<file path="src/rtl/sb_pkg.sv">
package sb_pkg;

  localparam int LAT_W = 7;
  localparam int CLS_W = 4;

  typedef enum logic [CLS_W-1:0] {
    CL_INT     = 4'd0,
    CL_STORE   = 4'd1,
    CL_LOAD    = 4'd2,
    CL_XFER    = 4'd3,
    CL_MULHL   = 4'd4,
    CL_MUL3    = 4'd5,
    CL_DIV     = 4'd6,
    CL_MTHL    = 4'd7,
    CL_MFHL    = 4'd8,
    CL_BRANCH  = 4'd9,
    CL_FPSIMP  = 4'd10,
    CL_FPMUL   = 4'd11,
    CL_FPDIV   = 4'd12,
    CL_FPRSQ   = 4'd13,
    CL_RES14   = 4'd14,
    CL_RES15   = 4'd15
  } op_class_e;

  // Result latency, in cycles, for a class and mode.
  function automatic logic [LAT_W-1:0] class_latency(input op_class_e cls, input logic wide);
    logic [LAT_W-1:0] l;
    case (cls)
      CL_INT, CL_STORE, CL_MFHL: l = 7'd1;
      CL_LOAD, CL_XFER:          l = 7'd2;
      CL_MTHL, CL_BRANCH:        l = 7'd3;
      CL_MULHL:                  l = wide ? 7'd9  : 7'd5;
      CL_MUL3:                   l = wide ? 7'd9  : 7'd2;
      CL_DIV:                    l = wide ? 7'd68 : 7'd36;
      CL_FPSIMP:                 l = 7'd4;
      CL_FPMUL:                  l = wide ? 7'd5  : 7'd4;
      CL_FPDIV:                  l = wide ? 7'd36 : 7'd21;
      CL_FPRSQ:                  l = wide ? 7'd68 : 7'd38;
      default:                   l = 7'd1;
    endcase
    return l;
  endfunction

endpackage

</file>
<file path="src/rtl/sb_latency.sv">
module sb_latency
  import sb_pkg::*;
(
  input  logic [CLS_W-1:0] cls,
  input  logic             wide,
  output logic [LAT_W-1:0] lat
);

  always_comb begin
    lat = class_latency(op_class_e'(cls), wide);
  end

  // Every class must give a usable, nonzero latency.
  always_comb begin
    assert_lat_nonzero_R8: assert (lat != '0);
  end

endmodule

</file>
<file path="src/rtl/sb_reg_counter.sv">
module sb_reg_counter
  import sb_pkg::*;
(
  input  logic             clk,
  input  logic             rst_n,
  input  logic             load,
  input  logic [LAT_W-1:0] lat_in,
  output logic             busy
);

  logic [LAT_W-1:0] cnt;

  always_ff @(posedge clk) begin
    if (!rst_n)          cnt <= '0;
    else if (load)       cnt <= lat_in;
    else if (cnt != '0)  cnt <= cnt - 1'b1;
  end

  assign busy = (cnt != '0);

  // A load replaces whatever was running.
  assert_load_replaces_R9: assert property (@(posedge clk) disable iff (!rst_n)
    load |=> cnt == $past(lat_in));

  // Without a load, a running countdown steps down by one.
  assert_count_steps_R2: assert property (@(posedge clk) disable iff (!rst_n)
    (!load && cnt != '0) |=> cnt == $past(cnt) - 1'b1);

  // An idle register stays idle until something is issued to it.
  assert_idle_holds_R1: assert property (@(posedge clk) disable iff (!rst_n)
    (!load && cnt == '0) |=> cnt == '0);

endmodule

</file>
<file path="src/rtl/sb_stall_detect.sv">
module sb_stall_detect #(
  parameter int NREGS = 32,
  parameter int NSRC  = 2,
  localparam int REG_W = $clog2(NREGS)
) (
  input  logic [NREGS-1:0]      reg_busy,
  input  logic [NSRC-1:0]       src_valid,
  input  logic [NSRC*REG_W-1:0] src_reg,
  output logic [NSRC-1:0]       src_blocked,
  output logic                  stall
);

  for (genvar s = 0; s < NSRC; s++) begin : g_src
    logic [REG_W-1:0] idx;
    assign idx            = src_reg[s*REG_W +: REG_W];
    assign src_blocked[s] = src_valid[s] && reg_busy[idx];
  end

  assign stall = |src_blocked;

endmodule

</file>
<file path="src/rtl/rlat_scoreboard.sv">
module rlat_scoreboard
  import sb_pkg::*;
#(
  parameter int NREGS = 32,
  parameter int NSRC  = 2,
  localparam int REG_W = $clog2(NREGS)
) (
  input  logic                  clk,
  input  logic                  rst_n,
  input  logic                  iss_valid,
  input  logic [CLS_W-1:0]      iss_class,
  input  logic                  iss_wide,
  input  logic [REG_W-1:0]      iss_dest,
  input  logic [NSRC-1:0]       src_valid,
  input  logic [NSRC*REG_W-1:0] src_reg,
  output logic                  stall
);

  logic [LAT_W-1:0] iss_lat;
  logic [NREGS-1:0] issue_hit;
  logic [NREGS-1:0] reg_busy;
  logic [NSRC-1:0]  src_blocked;

  sb_latency u_lat (
    .cls  (iss_class),
    .wide (iss_wide),
    .lat  (iss_lat)
  );

  for (genvar r = 0; r < NREGS; r++) begin : g_reg
    assign issue_hit[r] = iss_valid && (iss_dest == REG_W'(r));
    sb_reg_counter u_cnt (
      .clk    (clk),
      .rst_n  (rst_n),
      .load   (issue_hit[r]),
      .lat_in (iss_lat),
      .busy   (reg_busy[r])
    );
  end

  sb_stall_detect #(.NREGS(NREGS), .NSRC(NSRC)) u_stall (
    .reg_busy    (reg_busy),
    .src_valid   (src_valid),
    .src_reg     (src_reg),
    .src_blocked (src_blocked),
    .stall       (stall)
  );

  // Exactly one register takes each issue.
  assert_single_target_R11: assert property (@(posedge clk) disable iff (!rst_n)
    iss_valid |-> $onehot0(issue_hit) && (issue_hit != '0));

  // The destination is busy in the cycle after issue.
  assert_issue_marks_busy_R9: assert property (@(posedge clk) disable iff (!rst_n)
    iss_valid |=> reg_busy[$past(iss_dest)]);

  // Sources without a valid bit never stall.
  assert_invalid_no_stall_R10: assert property (@(posedge clk) disable iff (!rst_n)
    (src_valid == '0) |-> !stall);

endmodule

</file>
<file path="config.mk">
export PLATFORM = sky130hd
export DESIGN_NAME = rlat_scoreboard
export DESIGN_NICKNAME = d
export VERILOG_FILES = /design/src/rtl/sb_pkg.sv /design/src/rtl/sb_latency.sv /design/src/rtl/sb_reg_counter.sv /design/src/rtl/sb_stall_detect.sv /design/src/rtl/rlat_scoreboard.sv
export SDC_FILE = /design/constraint.sdc
export NUM_CORES = 1
export LEC_CHECK = 0
export BUFFER_PORTS_ARGS = -buffer_cell sky130_fd_sc_hd__buf_4
export CORE_AREA = 2 2 185 187
export CTS_CLUSTER_DIAMETER = 50
export DETAILED_ROUTE_END_ITERATION = 8
export DIE_AREA = 0 0 187 189
export PLACE_DENSITY = 0.54
export SLEW_MARGIN = 40
export SYNTH_ARGS = -nofsm -noshare
export SYNTH_HDL_FRONTEND = slang
export SYNTH_SLANG_ARGS = --single-unit
</file>
<file path="constraint.sdc">
create_clock -name clk -period 3.2 [get_ports clk]
set_input_delay 0.48 -clock clk [delete_from_list [all_inputs] [get_ports clk]]
set_output_delay 0.48 -clock clk [all_outputs]
set_load 0.1 [all_outputs]
</file>
==> metrics.txt, run 1 <==
r2r endpoint=g_reg[1].u_cnt.cnt[5]$_SDFFE_PN0P_; final hold slack=0.239 ns; Leak=6.22 nW; Syn. warnings=0; clock share of power=19.1%; CP startpoint=g_reg[1].u_cnt.cnt[5]$_SDFFE_PN0P_; worst-skew pair later-pin latency=0.57 ns; max FFs per register=224; nets=1,843; buffers and inverters on the worst path=1; number of unique standard cell types used by synthesis=61; Util after Layout=46.0%; PortBufs=25; initial antenna violation count=0; synthesized area per cell=7.65 sq um; pin count of the biggest net entering global routing=72; CP max FO=3; Synth Area in Adders=6.05%; H-tree depth=1; layout cells sized above 1=10.1%; Power Dens Cells=1150 nW/um^2; Area Overhead vs Synth=15.6%; Die Wd=187 microns; Slowest-stage cell, CP=or4b_4; Final Total Pwr=17.6 mW; M1 wire length=17.7 mm; Switching Fraction=40.1%; post-synthesis xor/xnor area fraction=11.5%; die height=189 microns; Tot GR Track Use=21.0%; GRT overflow=0; post-DP HPWL=23.7 mm; CTS Buffer Depth=3; Mapped Cells=1,729; ANT nets after route=0; RePlAce Congestion=0.844; Comb pwr share=52.2%; Max Used Layer=met4; RSZ-0062 raised after global routing=true; R2R cell count=7; EDFF count, synth=0; core area=33,300 sq um; DR WL met3=1.61 mm; post-synthesis mux area share=1.14%; hold crit path type=in -> reg; P_sw=7.06 mW; setup slack after layout=-0.167 ns; clk slew on worst S/H paths=0.06 ns; routed vias=11,900; Avg WL per Cell=16.8 microns; violated checks=setup timing; Initial Util=39.8%; CTS Hold Buffers Added=0; Max Cap Viol=0; fmax=297 MHz; DIE AREA=35,300 sq um; fin. max-slew vios=0; Site Rows=67; Primary FF master, synth=dfxtp_1; Synth Cell Area=13,200 sq um; Worst Setup End Kind=output port; global-route wire length before repair=59.9 mm; Tightest Pin Transition=0.710 ns; Largest regs=g.u_cnt.cnt: 224 flops; Hold Startpoint=rst_n; setup violators final=1; vias in the first global route=11,000; clock skew=0.0231 ns; CTS tree=yes; CP Cell Sequence=or3_4, or4b_4, a22oi_1, a31oi_1, o21ai_1, o211ai_1, buf_6; clock sink total=224; critical path required time=2.72 ns; status=finished, violations left; fraction of registers with async set/reset=0%; Synth Area in Compound Gates=16.9%; final WL=37.4 mm; flops & latches, synth=224; syn nets=1,818; DR pass1 iterations=6; max incr delay on CP=0.57 ns; critical path class=reg -> out; Ports=26; Pint=10.6 mW; Hold Fails Final Rpt=0; Largest delay share family, worst path=simple AND/OR/NAND/NOR gates; RR Startpoint=g_reg[1].u_cnt.cnt[5]$_SDFFE_PN0P_; root buf cell=clkbuf_16; cts bufs inserted=31; DRC viols=0; n_diodes=0; sequential share of power=28.7%; critical path data arrival time=2.89 ns; Worst setup SP type=flop; largest family of logic cells by synthesized area=simple AND/OR/NAND/NOR gates; hold endpoint=g_reg[30].u_cnt.cnt[4]$_SDFFE_PN0P_; sequential area share after synthesis=33.9%; largest register by flop count=g.u_cnt.cnt; routed vias/inst=5.34; fin crit period=3.37 ns; reg2reg setup slack=1.09 ns; fin crit share=105%; Worst VDD drop=564 uV; initial DRC count=710; hold path depth=2; simple-gate portion of the synthesized area=25.3%; slew margin rel.=52.6%; met2 routed WL=17.1 mm
==> metrics by stage <==
stage | setup TNS [ns] | std cells | area (sq um) | setup WS (ns)
after detailed placement | 0 | 2164 | 14200 | 0.323
after global placement | 0 | 2164 | 14200 | 0.330
final | -0.167 | 2223 | 15300 | -0.167
after floorplan | 0 | 1729 | 13300 | 0.00509
after global routing | -0.200 | 2223 | 15300 | -0.200
after CTS | -0.119 | 2223 | 15200 | -0.119
==> worst reg2reg max path: cells and delay by family (launching register included) <==
family	cells	cell delay (ns)
simple gates	4	1.22
flops	1	0.32
compound gates	1	0.24
buf+inv	1	0.19
xor+xnor	1	0.06
==> power by group through the flow <==
stage               clock network, mW  logic (mW)  registers, mW
finish                           3.36        9.20           5.06
detailed placement                  0        8.97           5.05
floorplan                           0        7.34           4.85
global placement                    0        8.86           5.06
CTS                              3.44        9.16           5.03
global route                     3.55        10.4           5.23
==> cells in the mapped netlist (4+ instances only) <==
master | number | area, sq um
clkbuf_1 | 88 | 330
a21oi_1 | 130 | 651
nor2_1 | 337 | 1260
nor4bb_1 | 6 | 60.1
nor4_1 | 27 | 169
o22a_1 | 4 | 35.0
o211a_1 | 7 | 70.1
xnor2_1 | 100 | 876
a31oi_1 | 38 | 238
nand4_1 | 13 | 81.3
or3_1 | 34 | 213
o21ai_0 | 25 | 125
a211oi_1 | 107 | 803
nor2b_1 | 17 | 106
mux2i_1 | 5 | 50.1
and3_1 | 7 | 43.8
nand3_1 | 42 | 210
buf_2 | 7 | 35.0
xor2_1 | 74 | 648
nor4b_1 | 6 | 52.6
o211ai_1 | 4 | 30.0
inv_1 | 80 | 300
nand3b_1 | 14 | 105
a2111oi_0 | 4 | 35.0
nand2b_1 | 13 | 81.3
ha_1 | 64 | 801
nand2_1 | 134 | 503
nor3b_1 | 5 | 37.5
dfxtp_1 | 224 | 4480
and2_1 | 7 | 43.8
o2111ai_1 | 8 | 70.1
nor3_1 | 54 | 270
==> cell families after synthesis <==
group	after synthesis
AOI/OAI and AO/OA	348
xor gates and xnor gates	174
adders and majority gates	64
buffers and inverters	179
DFF	224
muxes	11
and+or+nand+nor	729
==> timing repair <==
action                                  CTS  global route
resized for setup                         9            11
setup buffers                             5             0
pin swaps                                 8             3
endpoints found under the hold margin     0             0
endpoints found under the setup margin    1             1
==> metal layers <==
| metal | vias to the layer above | track usage (%) |
|---|---|---|
| met5 | - | 0 |
| met4 | 0 | 6.01 |
| met3 | 67 | 2.71 |
| met2 | 201 | 35.0 |
| met1 | 5573 | 28.4 |
| li1 | 6026 | - |
==> cells in the final DEF (no fill, tap or decap), types with 8 or more instances in the layout <==
master     synthesis  routed
a211oi_1         107     107
a21oi_1          130     130
a31oi_1           38      38
buf_4              0      84
clkbuf_16          0      31
clkbuf_8           0       8
dfxtp_1          224     221
ha_1              64      64
inv_1             80      78
nand2_1          134     131
nand2b_1          13      12
nand3_1           42      41
nand3b_1          14      14
nand4_1           13      13
nor2_1           337     337
nor2b_1           17      17
nor3_1            54      52
nor4_1            27      20
o2111ai_1          8       8
o21ai_0           25      23
or3_1             34      33
xnor2_1          100     100
xor2_1            74      74
==> how the worst max path moves through the flow <==
stage | end | cells after the start
floorplan | stall | 7
global placement | stall | 7
detailed placement | stall | 7
CTS | stall | 7
global route | stall | 7
finish | stall | 7
==> cell type report <==
type | instances | area [sq um]
Clock inverter | 11 | 106
Clock buffer | 43 | 901
Tap cell | 448 | 561
Timing Repair Buffer | 89 | 722
Sequential cell | 224 | 4490
Fill cell | 3373 | 18000
Multi-Input combinational cell | 1326 | 8200
Inverter | 82 | 313
Note: power is estimated with default switching activity, not from simulation.
==> inputs of run 2 (changes only) <==
--- a/config.mk
+++ b/config.mk
@@ -10,6 +10,7 @@
 export CTS_CLUSTER_DIAMETER = 50
 export DETAILED_ROUTE_END_ITERATION = 8
 export DIE_AREA = 0 0 187 189
+export GPL_TIMING_DRIVEN = 0
 export PLACE_DENSITY = 0.54
 export SLEW_MARGIN = 40
 export SYNTH_ARGS = -nofsm -noshare
==> run 2 against run 1 <==
The flow still finishes with violations (setup timing). Flip-flop and latch count stayed put. Final area increased by 2.5%. Clock-buffer cell count rose by 12. First-iteration DRC count increased by 20%. Critical endpoint unchanged. Largest cell class unchanged.
==> metrics.txt, run 2 (synthesis gave the netlist of run 1 again) <==
status=finished, violations left (unchanged); violated checks=setup timing (unchanged); fin crit share=103% (was 105%); Pint=11.5 mW (was 10.6 mW); final hold slack=0.376 ns (was 0.239 ns); max incr delay on CP=0.52 ns (was 0.57 ns); Largest delay share family, worst path=simple AND/OR/NAND/NOR gates (unchanged); commonest non-fill, non-tap cells in the layout=nor2_1, dfxtp_1, nand2_1, a21oi_1, a211oi_1 (unchanged); cts bufs inserted=39 (was 31); Switching Fraction=39.0% (was 40.1%); critical path class=reg -> out (unchanged); post-DP HPWL=28.1 mm (was 23.7 mm); H-tree depth=2 (was 1); sequential share of power=27.2% (was 28.7%); Worst setup SP type=flop (unchanged); nets=1,893 (was 1,843); Tot GR Track Use=23.3% (was 21.0%); initial DRC count=854 (was 710); core area=33,300 sq um (unchanged); Area Overhead vs Synth=18.4% (was 15.6%); die height=189 microns (unchanged); Largest regs=g.u_cnt.cnt: 224 flops (unchanged); RePlAce Congestion=0.891 (was 0.844); Max Cap Viol=0 (unchanged); final WL=41.5 mm (was 37.4 mm); Tightest Pin Transition=0.864 ns (was 0.710 ns); worst-skew pair later-pin latency=0.52 ns (was 0.57 ns); fin cells=2,280 (was 2,223); Initial Util=39.8% (unchanged); Site Rows=67 (unchanged); global-route wire length before repair=65.0 mm (was 59.9 mm); clk slew on worst S/H paths=0.05 ns (was 0.06 ns); routed vias/inst=5.41 (was 5.34); hold crit path type=in -> reg (unchanged); CTS Hold Buffers Added=0 (unchanged); routed vias=12,300 (was 11,900); clock skew=0.0106 ns (was 0.0231 ns); CTS Buffer Depth=3 (unchanged); largest register by flop count=g.u_cnt.cnt (unchanged); M1 wire length=19.4 mm (was 17.7 mm); Max Used Layer=met4 (unchanged); placed cell count=2,195 (was 2,164); ANT nets after route=0 (unchanged); CP max FO=3 (unchanged); layout cells sized above 1=9.45% (was 10.1%); Finished Cell Area=15,700 sq um (was 15,300 sq um); DIE AREA=35,300 sq um (unchanged); slew margin rel.=42.4% (was 52.6%); vias in the first global route=11,700 (was 11,000); clock share of power=23.7% (was 19.1%); PortBufs=17 (was 25); clock sink total=224 (unchanged); Worst Setup End Kind=output port (unchanged); setup slack after layout=-0.102 ns (was -0.167 ns); pin count of the biggest net entering global routing=12 (was 72); Leak=6.34 nW (was 6.22 nW); max FFs per register=224 (unchanged); Hold Fails Final Rpt=0 (unchanged); GRT overflow=0 (unchanged); Slowest-stage cell, CP=or4b_4 (unchanged); most common cell after layout, fill and taps aside=nor2_1 (unchanged); CP Cell Sequence=or3_4, or4b_4, mux2i_1, o31ai_1, o311ai_2, o211ai_1, buf_6 (was or3_4, or4b_4, a22oi_1, a31oi_1, o21ai_1, o211ai_1, buf_6); buffers and inverters on the worst path=1 (unchanged); pre-CTS setup slack=0.0499 ns (was 0.323 ns); Worst VDD drop=466 uV (was 564 uV); Ports=26 (unchanged); P_sw=7.36 mW (was 7.06 mW); DR pass1 iterations=5 (was 6); initial antenna violation count=1 (was 0); Avg WL per Cell=18.2 microns (was 16.8 microns); fin crit period=3.30 ns (was 3.37 ns); critical path data arrival time=2.82 ns (was 2.89 ns); DRC viols=0 (unchanged); root buf cell=clkbuf_16 (unchanged); setup violators final=1 (unchanged); Power Dens Cells=1200 nW/um^2 (was 1150 nW/um^2); fmax=303 MHz (was 297 MHz); critical path required time=2.72 ns (about the same); fin. max-slew vios=0 (unchanged); RSZ-0062 raised after global routing=true (unchanged); Die Wd=187 microns (unchanged); DR WL met3=1.68 mm (was 1.61 mm); Comb pwr share=49.0% (was 52.2%); Placement Cell Area=14,000 sq um (was 14,200 sq um); CTS tree=yes (unchanged); fill cell count=3,376 (was 3,373); met2 routed WL=18.9 mm (was 17.1 mm)
run 2: cell types whose count changed in the layout (fill, tap and decap cells not counted), moves of 4 or more:
cell / delta
nand3_2: +4
buf_2: +8
nor4_2: +5
clkbuf_1: +78
nand3_1: -4
clkbuf_2: +9
nor4_1: -8
clkbuf_16: +10
buf_4: -51
buf_12: -4
bufinv_16: +4
run 2: worst reg2reg max path: cells and delay by family (launching register included):
| family | cells | cell delay [ns] |
|---|---|---|
| AO/OA/AOI/OAI | 1 | 0.24 |
| buffers and inverters | 2 | 0.31 |
| XOR/XNOR | 1 | 0.06 |
| flip-flops | 1 | 0.32 |
| AND/OR/NAND/NOR | 4 | 1.16 |
run 2: final cells by class:
cell class	instances	area, sq um	share of cell area, %
antenna	1	2.50	0.0160
multi-input combinational	1326	8270	52.8
clock buffer	55	1190	7.58
tap	448	561	3.58
clock inverter	13	203	1.29
sequential	224	4490	28.6
inverter	82	308	1.96
buffer	96	384	2.45
timing repair buffer	35	264	1.68
run 2: timing repair:
item                       in CTS  in global routing
pin swaps                      14                  3
setup endpoints to repair       1                  1
gates resized for setup        20                 13
setup buffers                  16                  1
run 2: per-stage QoR:
step / total power, mW / utilization (%) / setup TNS [ns]
3_3_place_gp: 13.7 / 41.9 / 0
2_1_floorplan: 12.2 / - / 0
6_report: 18.9 / 47.1 / -0.102
5_1_grt: 20.4 / 47.1 / -0.158
3_5_place_dp: 13.8 / 42.0 / 0
4_1_cts: 18.8 / 46.9 / -0.0589
run 2: power by group through the flow:
| stage | combinational, mW | clock, mW | sequential, mW |
|---|---|---|---|
| 2_1_floorplan | 7.34 | 0 | 4.85 |
| 3_5_place_dp | 8.75 | 0 | 5.06 |
| 4_1_cts | 9.14 | 4.53 | 5.10 |
| 6_report | 9.25 | 4.47 | 5.14 |
| 5_1_grt | 10.5 | 4.65 | 5.30 |
| 3_3_place_gp | 8.64 | 0 | 5.06 |
run 2: worst paths after layout:
kind / cells after the start / to / from / slack, ns
setup reg to reg: 8 / g_reg[1].u_cnt.cnt[5]$_SDFFE_PN0P_ / g_reg[1].u_cnt.cnt[5]$_SDFFE_PN0P_ / 1.01
hold reg to reg: 2 / g_reg[10].u_cnt.cnt[2]$_SDFFE_PN0P_ / g_reg[10].u_cnt.cnt[2]$_SDFFE_PN0P_ / 0.55
hold / removal: 4 / g_reg[28].u_cnt.cnt[1]$_SDFFE_PN0P_ / iss_dest[0] / 0.38
setup / recovery: 7 / stall / g_reg[1].u_cnt.cnt[5]$_SDFFE_PN0P_ / -0.10
run 2: layer usage:
layer	track usage [%]	vias up
li1	-	6132
met2	38.4	270
met3	2.54	84
met1	31.1	5854
met4	9.49	0
met5	0	-
